===== config.mk =====
export PLATFORM = sky130hd
export DESIGN_NAME = bbr_stream_recover
export DESIGN_NICKNAME = d
export VERILOG_FILES = /design/src/rtl/bbr_pkg.sv /design/src/rtl/bbr_hdr_parse.sv /design/src/rtl/bbr_pkt_frame.sv /design/src/rtl/bbr_stream_recover.sv
export SDC_FILE = /design/constraint.sdc
export NUM_CORES = 1
export LEC_CHECK = 0
export BUFFER_PORTS_ARGS = -buffer_cell sky130_fd_sc_hd__buf_2
export CORE_MARGIN = 5
export CORE_UTILIZATION = 32
export CTS_CLUSTER_DIAMETER = 120
export DETAILED_ROUTE_END_ITERATION = 10
export GPL_TIMING_DRIVEN = 0
export SYNTH_ARGS = -nofsm -noshare
export SYNTH_HDL_FRONTEND = slang
export SYNTH_SLANG_ARGS = --single-unit
export TNS_END_PERCENT = 100

===== constraint.sdc =====
create_clock -name clk -period 6.6 [get_ports clk]
set_input_delay 0.33 -clock clk [delete_from_list [all_inputs] [get_ports clk]]
set_output_delay 0.33 -clock clk [all_outputs]
set_load 0.01 [all_outputs]

===== src/rtl/bbr_pkg.sv =====
package bbr_pkg;
  parameter int LEN_W    = 16;
  parameter int HDR_BITS = 80;
  parameter int CRC_W    = 8;
  parameter int SYNC_W   = 8;
  parameter int CRC_SPAN = HDR_BITS - CRC_W;
  parameter logic [CRC_W-1:0] CRC_POLY = 8'hD5;
  parameter logic [1:0] FMT_CONT = 2'b01;

  typedef struct packed {
    logic [1:0]        fmt;
    logic              multi;
    logic              acm;
    logic              issy;
    logic              npd;
    logic [1:0]        roll;
    logic [7:0]        sid;
    logic [LEN_W-1:0]  upl;
    logic [LEN_W-1:0]  dfl;
    logic [SYNC_W-1:0] sync;
    logic [LEN_W-1:0]  syncd;
  } hdr_t;

  // one serial CRC step, MSB-first feedback
  function automatic logic [CRC_W-1:0] crc_step(input logic [CRC_W-1:0] c, input logic b);
    logic fb;
    fb = c[CRC_W-1] ^ b;
    return {c[CRC_W-2:0], 1'b0} ^ (fb ? CRC_POLY : '0);
  endfunction

  // header word (first received bit at MSB) to fields
  function automatic hdr_t hdr_unpack(input logic [HDR_BITS-1:0] v);
    hdr_t h;
    h.fmt   = v[79:78];
    h.multi = v[77];
    h.acm   = v[76];
    h.issy  = v[75];
    h.npd   = v[74];
    h.roll  = v[73:72];
    h.sid   = v[71:64];
    h.upl   = v[63:48];
    h.dfl   = v[47:32];
    h.sync  = v[31:24];
    h.syncd = v[23:8];
    return h;
  endfunction
endpackage


===== src/rtl/bbr_hdr_parse.sv =====
module bbr_hdr_parse
  import bbr_pkg::*;
(
  input  logic             clk,
  input  logic             rst_n,
  input  logic             in_bit,
  input  logic             in_valid,
  input  logic             in_start,
  input  logic             in_end,
  output hdr_t             fields,
  output logic             hdr_ok,
  output logic             hdr_fail,
  output logic             d_vld,
  output logic             d_bit,
  output logic             d_first,
  output logic             d_last,
  output logic [LEN_W-1:0] d_idx
);
  localparam int HC_W = $clog2(HDR_BITS + 1);

  typedef enum logic [1:0] {S_IDLE, S_HDR, S_DATA, S_SKIP} st_t;

  st_t                 st;
  logic [HC_W-1:0]     hcnt;
  logic [HDR_BITS-2:0] sh;
  logic [CRC_W-1:0]    crc;
  logic [LEN_W-1:0]    dcnt;

  logic                hdr_ev, hdr_last, crc_ok;
  logic [HC_W-1:0]     cur_idx;
  logic [CRC_W-1:0]    crc_base;
  logic [HDR_BITS-1:0] full;

  always_comb begin
    hdr_ev   = in_valid && (in_start || st == S_HDR);
    cur_idx  = in_start ? '0 : hcnt;
    crc_base = in_start ? '0 : crc;
    hdr_last = hdr_ev && (cur_idx == HC_W'(HDR_BITS - 1));
    full     = {sh, in_bit};
    crc_ok   = (crc == full[CRC_W-1:0]);
    hdr_ok   = hdr_last && crc_ok;
    hdr_fail = hdr_last && !crc_ok;
    d_vld    = in_valid && !in_start && (st == S_DATA);
    d_bit    = in_bit;
    d_idx    = dcnt;
    d_first  = (dcnt == '0);
    d_last   = (dcnt == fields.dfl - 1'b1);
  end

  always_ff @(posedge clk or negedge rst_n) begin
    if (!rst_n) begin
      st     <= S_IDLE;
      hcnt   <= '0;
      sh     <= '0;
      crc    <= '0;
      dcnt   <= '0;
      fields <= '0;
    end else if (in_valid) begin
      if (hdr_ev) begin
        sh   <= {sh[HDR_BITS-3:0], in_bit};
        crc  <= (int'(cur_idx) < CRC_SPAN) ? crc_step(crc_base, in_bit) : crc_base;
        hcnt <= cur_idx + 1'b1;
        st   <= S_HDR;
        if (hdr_last) begin
          dcnt <= '0;
          if (crc_ok) begin
            fields <= hdr_unpack(full);
            st     <= (hdr_unpack(full).dfl == '0) ? S_SKIP : S_DATA;
          end else begin
            st <= S_SKIP;
          end
        end
      end else if (d_vld) begin
        dcnt <= dcnt + 1'b1;
        if (d_last) st <= S_SKIP;
      end
      if (in_end) st <= S_IDLE;
    end
  end

  // data strobes never run past the data field length
  p_data_bounded_r4: assert property (@(posedge clk) disable iff (!rst_n)
    d_vld |-> (d_idx < fields.dfl));
endmodule


===== src/rtl/bbr_pkt_frame.sv =====
module bbr_pkt_frame
  import bbr_pkg::*;
(
  input  logic              clk,
  input  logic              rst_n,
  input  logic              d_vld,
  input  logic              d_bit,
  input  logic              d_first,
  input  logic              d_last,
  input  logic [LEN_W-1:0]  d_idx,
  input  logic [LEN_W-1:0]  upl,
  input  logic [LEN_W-1:0]  syncd,
  input  logic [SYNC_W-1:0] sync_word,
  input  logic              cont_mode,
  input  logic              flush,
  output logic              o_bit,
  output logic              o_vld,
  output logic              o_start,
  output logic              o_end,
  output logic              o_err,
  output logic              o_inv
);
  localparam int SEL_W = $clog2(SYNC_W);

  logic              active, have_prev;
  logic [LEN_W-1:0]  pcnt;
  logic [CRC_W-1:0]  run_crc, held_crc;
  logic [SYNC_W-2:0] cmp_sh;

  logic              before_sync, at_sync, begin_pkt, drop, in_sync, pkt_done;
  logic              chk_ev, crc_bad;
  logic [LEN_W-1:0]  pos;
  logic [SEL_W-1:0]  sel;
  logic [CRC_W-1:0]  crc_next;
  logic [SYNC_W-1:0] sync_rx;

  always_comb begin
    before_sync = d_idx < syncd;
    at_sync     = d_idx == syncd;
    begin_pkt   = at_sync || (!before_sync && !active);
    drop        = before_sync && !active;
    pos         = begin_pkt ? '0 : pcnt;
    in_sync     = pos < LEN_W'(SYNC_W);
    pkt_done    = pos == upl - 1'b1;
    sel         = SEL_W'(SYNC_W - 1) - pos[SEL_W-1:0];
    crc_next    = crc_step((pos == LEN_W'(SYNC_W)) ? '0 : run_crc, d_bit);
    sync_rx     = {cmp_sh, d_bit};
    chk_ev      = d_vld && !cont_mode && !drop && have_prev
                  && (pos == LEN_W'(SYNC_W - 1));
    crc_bad     = chk_ev && (sync_rx != held_crc);
  end

  always_ff @(posedge clk or negedge rst_n) begin
    if (!rst_n) begin
      active <= 1'b0; have_prev <= 1'b0; pcnt <= '0;
      run_crc <= '0; held_crc <= '0; cmp_sh <= '0;
      o_bit <= 1'b0; o_vld <= 1'b0; o_start <= 1'b0;
      o_end <= 1'b0; o_err <= 1'b0; o_inv <= 1'b0;
    end else begin
      o_bit <= 1'b0; o_vld <= 1'b0; o_start <= 1'b0;
      o_end <= 1'b0; o_err <= 1'b0; o_inv <= 1'b0;
      if (flush) begin
        active    <= 1'b0;
        have_prev <= 1'b0;
      end else if (d_vld) begin
        if (cont_mode) begin
          o_vld   <= 1'b1;
          o_bit   <= d_bit;
          o_start <= d_first;
          o_end   <= d_last;
        end else if (drop) begin
          o_inv <= 1'b1;
        end else begin
          o_vld   <= 1'b1;
          o_bit   <= in_sync ? sync_word[sel] : d_bit;
          o_start <= (pos == '0);
          o_end   <= pkt_done;
          o_err   <= crc_bad;
          if (in_sync) cmp_sh  <= sync_rx[SYNC_W-2:0];
          else         run_crc <= crc_next;
          if (pos == LEN_W'(SYNC_W - 1)) have_prev <= 1'b0;
          if (pkt_done) begin
            active    <= 1'b0;
            held_crc  <= crc_next;
            have_prev <= 1'b1;
          end else begin
            active <= 1'b1;
          end
          pcnt <= pos + 1'b1;
        end
      end
    end
  end

  // continuous mode never raises packet flags
  p_cont_quiet_r5: assert property (@(posedge clk) disable iff (!rst_n)
    (d_vld && cont_mode) |=> (!o_err && !o_inv));
  // a packet error comes with a mid-sync-byte output bit
  p_err_on_sync_tail_r8: assert property (@(posedge clk) disable iff (!rst_n)
    o_err |-> (o_vld && !o_start && !o_end));
  // a dropped bit is never also delivered
  p_drop_not_valid_r9: assert property (@(posedge clk) disable iff (!rst_n)
    (d_vld && !cont_mode && drop) |=> (o_inv && !o_vld));
endmodule


===== src/rtl/bbr_stream_recover.sv =====
module bbr_stream_recover
  import bbr_pkg::*;
(
  input  logic              clk,
  input  logic              rst_n,
  input  logic              in_bit,
  input  logic              in_valid,
  input  logic              in_start,
  input  logic              in_end,
  output logic              out_bit,
  output logic              out_valid,
  output logic              out_start,
  output logic              out_end,
  output logic              pkt_err,
  output logic              pkt_invalid,
  output logic [1:0]        hdr_crc_status,
  output logic [1:0]        f_stream_fmt,
  output logic              f_multi_stream,
  output logic              f_acm,
  output logic              f_issy,
  output logic              f_npd,
  output logic [1:0]        f_roll_off,
  output logic [7:0]        f_stream_id,
  output logic [LEN_W-1:0]  f_upl,
  output logic [LEN_W-1:0]  f_dfl,
  output logic [SYNC_W-1:0] f_sync,
  output logic [LEN_W-1:0]  f_syncd
);
  hdr_t             hf;
  logic             hdr_ok, hdr_fail;
  logic             d_vld, d_bit, d_first, d_last;
  logic [LEN_W-1:0] d_idx;
  logic             cont_mode;
  logic             frame_ok_q;

  bbr_hdr_parse i_parse (
    .clk(clk), .rst_n(rst_n), .in_bit(in_bit), .in_valid(in_valid),
    .in_start(in_start), .in_end(in_end), .fields(hf),
    .hdr_ok(hdr_ok), .hdr_fail(hdr_fail), .d_vld(d_vld), .d_bit(d_bit),
    .d_first(d_first), .d_last(d_last), .d_idx(d_idx)
  );

  assign cont_mode = (hf.fmt == FMT_CONT);

  bbr_pkt_frame i_frame (
    .clk(clk), .rst_n(rst_n), .d_vld(d_vld), .d_bit(d_bit),
    .d_first(d_first), .d_last(d_last), .d_idx(d_idx), .upl(hf.upl),
    .syncd(hf.syncd), .sync_word(hf.sync), .cont_mode(cont_mode),
    .flush(hdr_fail), .o_bit(out_bit), .o_vld(out_valid),
    .o_start(out_start), .o_end(out_end), .o_err(pkt_err),
    .o_inv(pkt_invalid)
  );

  always_ff @(posedge clk or negedge rst_n) begin
    if (!rst_n) begin
      hdr_crc_status <= 2'b00;
      frame_ok_q     <= 1'b0;
    end else begin
      hdr_crc_status <= {hdr_fail, hdr_ok || hdr_fail};
      if (hdr_ok)   frame_ok_q <= 1'b1;
      if (hdr_fail) frame_ok_q <= 1'b0;
    end
  end

  assign f_stream_fmt   = hf.fmt;
  assign f_multi_stream = hf.multi;
  assign f_acm          = hf.acm;
  assign f_issy         = hf.issy;
  assign f_npd          = hf.npd;
  assign f_roll_off     = hf.roll;
  assign f_stream_id    = hf.sid;
  assign f_upl          = hf.upl;
  assign f_dfl          = hf.dfl;
  assign f_sync         = hf.sync;
  assign f_syncd        = hf.syncd;

  // status is a single-cycle report
  p_status_pulse_r2: assert property (@(posedge clk) disable iff (!rst_n)
    hdr_crc_status[0] |=> !hdr_crc_status[0]);
  // no valid output after a failed header until a good one
  p_no_data_after_fail_r3: assert property (@(posedge clk) disable iff (!rst_n)
    out_valid |-> frame_ok_q);
endmodule


; Yosys cells after proc, flatten, opt, wreduce, memory -nomap -nowiden
; Cells that the tools add are included.
[totals]
regBits = 233
[op_classes]
add_sub_neg = 6
n_lt_le_gt_ge = 4
reduce_logical = 40
muxes = 55
n_eq_ne = 14
bitwise_logic = 8
[ops]
columns = op, n
row1 = two-way mux 16 bit, 4
row2 = == test 16 bit, 3
row3 = zero test 16 bit, 3
row4 = two-way mux 8 bit, 5
row5 = two-way mux 1 bit, 38
row6 = adder 16 x 1 -> 16 bit (second input constant), 2
row7 = subtractor 16 x 1 -> 16 bit (second input constant), 2
row8 = == test 16 x 3 -> 1 bit (second input constant), 1
row9 = == test 16 x 4 -> 1 bit (second input constant), 1
row10 = < comparator 16 bit, 1
row11 = < comparator 16 x 4 -> 1 bit (second input constant), 1
row12 = XOR 8 bit, 2
row13 = AND reduction 5 bit, 3
row14 = logical AND 1 bit, 13
row15 = two-way mux 2 bit, 6
row16 = AND reduction 4 bit, 3
row17 = AND reduction 3 bit, 3
row18 = nonzero test 3 bit, 3
row19 = == test 8 bit, 1
row20 = != test 8 bit, 1
row21 = adder 7 x 1 -> 7 bit (second input constant), 1
row22 = == test 7 bit (second input constant), 1
row23 = < comparator 7 bit (second input constant), 1
row24 = two-way mux 7 bit, 1
row25 = other kinds (12), 27

; Depth between registers and ports, before layout
[depth]
depth_word = 13
depth_mapped = 18

; Hierarchy
; From an unflattened synthesis, not the netlist that was laid out.
[hier_totals]
cells_unflattened = 1240
hier_area_um2 = 11917.7
[by_module_without_submodules]
columns = module, area_each_um2, instances, cells_each
row1 = bbr_hdr_parse, 8030.2, 1, 786
row2 = bbr_pkt_frame, 3824.9, 1, 450
row3 = bbr_stream_recover, 62.6, 1, 4

; Worst setup path after synthesis
; OpenSTA, ideal clock, no wires.
[synth_path]
kind = flip-flop to flip-flop
start = register i_parse.fields[15] (netlist name)
end = register i_frame.pcnt[8]
arrival_ps = 3153
setup_ps = 122
path_stages_with_launch = 17
path_slack_ps = 3325
required_ps = 6478
path_buffers = 2
cell_sequence = dfrtp_1 -> inv_1 -> ha_1 -> nand4_2 -> o21bai_1 -> nor3_1 -> a31oi_2 -> buf_4 -> nor2_1 -> clkbuf_1 -> nand2_1 -> inv_1 -> ha_1 -> nand2_1 -> nor4_1 -> nand2_1 -> xor2_1
[synth_via]
elab_chain_len = 6
[synth_lines]
columns = element, line_no
row1 = start: declaration, bbr_hdr_parse.sv:10  ; output hdr_t fields,
row2 = start signal: assignment, bbr_hdr_parse.sv:67  ; fields <= hdr_unpack(full);
row3 = < comparator 16 bit, bbr_pkt_frame.sv:38  ; before_sync = d_idx < syncd;
row4 = zero test 1 bit, bbr_pkt_frame.sv:40  ; begin_pkt = at_sync || (!before_sync && !active);
row5 = logical AND 1 bit, bbr_pkt_frame.sv:40
row6 = logical OR 1 bit, bbr_pkt_frame.sv:40
row7 = two-way mux 16 bit, bbr_pkt_frame.sv:42  ; pos = begin_pkt ? '0 : pcnt;
row8 = adder 16 x 1 -> 16 bit, bbr_pkt_frame.sv:89  ; pcnt <= pos + 1'b1;
row9 = end signal: assignment, bbr_pkt_frame.sv:89
row10 = end: declaration, bbr_pkt_frame.sv:26  ; logic [LEN_W-1:0] pcnt;
; Parallel ways exist; a longest one is shown, timed or not.
; A chain may end at the register's enable or synchronous reset.

; Worst setup path in the final report
[layout_path]
start = register i_parse.dcnt[12], in the netlist i_parse.d_idx[12]
end = register i_frame.pcnt[8]
[layout_via]
elab_chain_len = 6
[layout_lines]
columns = element, line_no
row1 = start: declaration, bbr_hdr_parse.sv:27  ; logic [LEN_W-1:0] dcnt;
row2 = start signal: assignment, bbr_hdr_parse.sv:74  ; dcnt <= dcnt + 1'b1;
row3 = < comparator 16 bit, bbr_pkt_frame.sv:38
row4 = zero test 1 bit, bbr_pkt_frame.sv:40
row5 = logical AND 1 bit, bbr_pkt_frame.sv:40
row6 = logical OR 1 bit, bbr_pkt_frame.sv:40
row7 = two-way mux 16 bit, bbr_pkt_frame.sv:42
row8 = adder 16 x 1 -> 16 bit, bbr_pkt_frame.sv:89
; Parallel ways exist; a longest one is shown, timed or not.

==> impl_metrics.env <==
export IMPL_outcome="complete, no violations"
export IMPL_cp_start_kind="flip-flop"
export IMPL_die_x_microns=202
export IMPL_finalWorstSetupSlack_ns=2.37
export IMPL_utilization=0.377
export IMPL_h_tree_depth=1
export IMPL_die_h_microns=202
export IMPL_combPwrFrac=0.085
export IMPL_synth_most_common_cell="nand2_1"
export IMPL_hp_start="in_valid"
export IMPL_cts_root_buf="clkbuf_16"
export IMPL_ys_ff_latch=233
export IMPL_startpoint="i_parse.d_idx[12]$_DFFE_PN0P_"
export IMPL_gp_congestion=0.863
export IMPL_grt_total_usage=0.148
export IMPL_drv_slew=0
export IMPL_final_nets=1387
export IMPL_ys_async_sr_fraction=1.00
export IMPL_ir_worst_vdd_mv=0.156
export IMPL_sequentialPowerShare=0.472
export IMPL_grt_ovfl_total=0
export IMPL_path_max_fanout=10
export IMPL_antenna_found_initial=1
export IMPL_criticalPathCategory="flip-flop to flip-flop"
export IMPL_crit_chain="ha_1, nand4_2, o21bai_1, nor3_1, a31oi_2, buf_4, nor2_1, clkbuf_1, nand2_1, inv_1, ha_1, nand2_1, nor4_1, nand2_1, xor2_1"
export IMPL_synth_nets=1270
export IMPL_p_sw_uw=847
export IMPL_hold_ws_ns=0.0608
export IMPL_post_cts_resized=0
export IMPL_drt_drc_violations_left=0
export IMPL_die_area_sq_um=40700
export IMPL_first_pass_iters=5
export IMPL_cts_tree="done"
export IMPL_rsz0062_at_grt="no"
export IMPL_max_freq_ghz=0.236
export IMPL_ys_flop_type="dfrtp_1"
export IMPL_clk_latency_ns=0.55
export IMPL_antenna_cells=0
export IMPL_skew_ns=0.0195
export IMPL_routed_via_density=5.02
export IMPL_grt_max_degree=99
export IMPL_dpl_worst_slack_ns=2.42
export IMPL_cts_buffer_depth=3
export IMPL_synth_seq_area_share=0.495
export IMPL_avgRoutedWirePerCell_microns=16.6
export IMPL_power_total_uw=3350
export IMPL_arrival_ns=4.67
export IMPL_hold_violations=0
export IMPL_crit_buf_inv=3
export IMPL_ys_top_cells_by_area="dfrtp_1 50%, nand2_1 11%, mux2_2 6.3%"
export IMPL_worst_path_dominant_cell_family="simple AND/OR/NAND/NOR gates"
export IMPL_min_period_ns=4.23
export IMPL_swShare=0.253
export IMPL_layout_drive_gt1_share=0.165
export IMPL_timing_final_crit_share=0.641
export IMPL_crit_required_ns=7.03
export IMPL_hp_class="input pin to flip-flop"
export IMPL_reg2reg_from="i_parse.d_idx[12]$_DFFE_PN0P_"
export IMPL_grt_pass1_vias=9179
export IMPL_powerDensity_nw_per_um2=244
export IMPL_tightest_slew_ns=1.08
export IMPL_dp_hpwl_microns=22400
export IMPL_drtIter0Drc=672
export IMPL_endpoint_kind="flip-flop"
export IMPL_drv_cap=0
export IMPL_finalSetupViolCount=0
export IMPL_p_clk_frac=0.443
export IMPL_io_pins=86
export IMPL_yosysTopAreaCell="dfrtp_1"
export IMPL_slew_headroom=0.281
export IMPL_port_buffer_count=85
export IMPL_cts_buffers=27
export IMPL_cts_sinks=233
export IMPL_core_region_area_sq_um=36400
export IMPL_drtAntennaViolNets=0
export IMPL_synth_top_cell_area_share=0.495
export IMPL_grt_pass1_wl_microns=49900
export IMPL_synth_cells=1241
export IMPL_cpPeakStageDelay_ns=0.67
export IMPL_synth_edf_count=0
export IMPL_syn_mean_instance_area_sq_um=9.48
export IMPL_internal_power_uw=2500
export IMPL_via_count=9248
export IMPL_p_leak_uw=0.00675
export IMPL_slowest_stage="nor4_1"
export IMPL_synthTopCellsByCount="343 x nand2_1, 233 x dfrtp_1, 73 x o21ai_0, 66 x mux2_2, 54 x nor2_1"
export IMPL_synthDistinctLibCells=72
export IMPL_syn2layout_area_growth_pct=16.8
export IMPL_cts_setup_buffers=0
export IMPL_yosysWarnings=0
export IMPL_path_clk_slew_ns=0.06
export IMPL_crit_path_frequent_cell="nand2_1"
export IMPL_start_util=0.323
export IMPL_setup_tns_final_ns=0
export IMPL_syn_area_sq_um=11800
export IMPL_wirelength_microns=30600
export IMPL_row_count=70
-- cells in the final DEF (no fill, tap or decap), drive strengths merged, types with 4 or more instances in the layout --
cell type / count
xnor2: 47
xor2: 38
ha: 23
nand3: 22
o31ai: 10
nor4: 25
clkbuf: 82
o311ai: 4
nand4: 26
mux2i: 8
buf: 104
a2111oi: 4
nor2b: 10
nand3b: 6
and4: 5
a31oi: 10
mux2: 71
nand2b: 8
clkinv: 5
and3: 14
inv: 39
nand2: 343
dfrtp: 233
nor2: 54
nor3: 19
o21ai: 76
or3: 7
a21oi: 32
-- what timing repair did --
item | in CTS | in global routing
hold buffers | 1 | 0
setup endpoints to repair | 0 | 0
endpoints found under the hold margin | 61 | 0
-- per-layer routing --
metal | track usage | part of all wire | routed length, microns
met5 | 0 | 0 | 0
met1 | 0.203 | 0.46 | 14100
met4 | 0.0557 | 0.033 | 994
met2 | 0.236 | 0.46 | 14000
met3 | 0.0266 | 0.048 | 1470
-- kinds of logic after synthesis --
logic type | after synthesis | share of synthesized area
xor+xnor | 87 | 0.0672
flops | 233 | 0.495
fa+ha+maj | 23 | 0.0245
buf+inv | 99 | 0.0341
mux | 80 | 0.0782
compound gates | 165 | 0.0864
simple gates | 554 | 0.214
-- registers in the layout (all words and copies together) (netlist names), 2 cells and up --
signal,cells
i_frame.pcnt,16
i_parse.crc,8
i_parse.d_idx,16
i_frame.run_crc,8
i_parse.hcnt,7
i_frame.cmp_sh,7
i_parse.sh,79
hdr_crc_status,2
i_parse.st,2
i_frame.held_crc,8
i_parse.fields,72
-- cell type report --
class / count / area, sq um
Timing Repair Buffer: 88 / 500
Sequential cell: 233 / 5830
Inverter: 37 / 139
Clock buffer: 37 / 773
Buffer: 62 / 263
Fill cell: 3673 / 22700
Tap cell: 468 / 586
Clock inverter: 10 / 114
Multi-Input combinational cell: 909 / 5540
-- metrics by stage --
stage | std cells | cell area, sq um
5_1_grt | 1844 | 13700
3_5_place_dp | 1796 | 12800
6_report | 1844 | 13700
4_1_cts | 1844 | 13700
2_1_floorplan | 1241 | 11800
3_3_place_gp | 1794 | 12800
-- power groups by stage --
| stage | Sequential, uW | Combinational [uW] | Clock, uW |
|---|---|---|---|
| 2_1_floorplan | 1580 | 201 | 0 |
| 3_3_place_gp | 1600 | 275 | 0 |
| 3_5_place_dp | 1610 | 288 | 0 |
| 4_1_cts | 1580 | 291 | 1530 |
| 5_1_grt | 1590 | 329 | 1590 |
| 6_report | 1580 | 287 | 1480 |
-- worst paths after layout --
path	slack, ns	cells after the start	end
worst min register to register	0.48	2	i_parse.sh[78]$_DFFE_PN0P_
worst max register to register	2.37	15	i_frame.pcnt[8]$_DFFE_PN0P_
min in group asynchronous	0.31	2	i_frame.cmp_sh[4]$_DFFE_PN0P_
worst min-delay path	0.06	2	i_parse.st[1]$_DFFE_PN0P_
max in group asynchronous	5.06	4	i_parse.crc[3]$_DFFE_PN0P_
worst max-delay path	2.37	15	i_frame.pcnt[8]$_DFFE_PN0P_
Power figures use the tool's default switching activity.
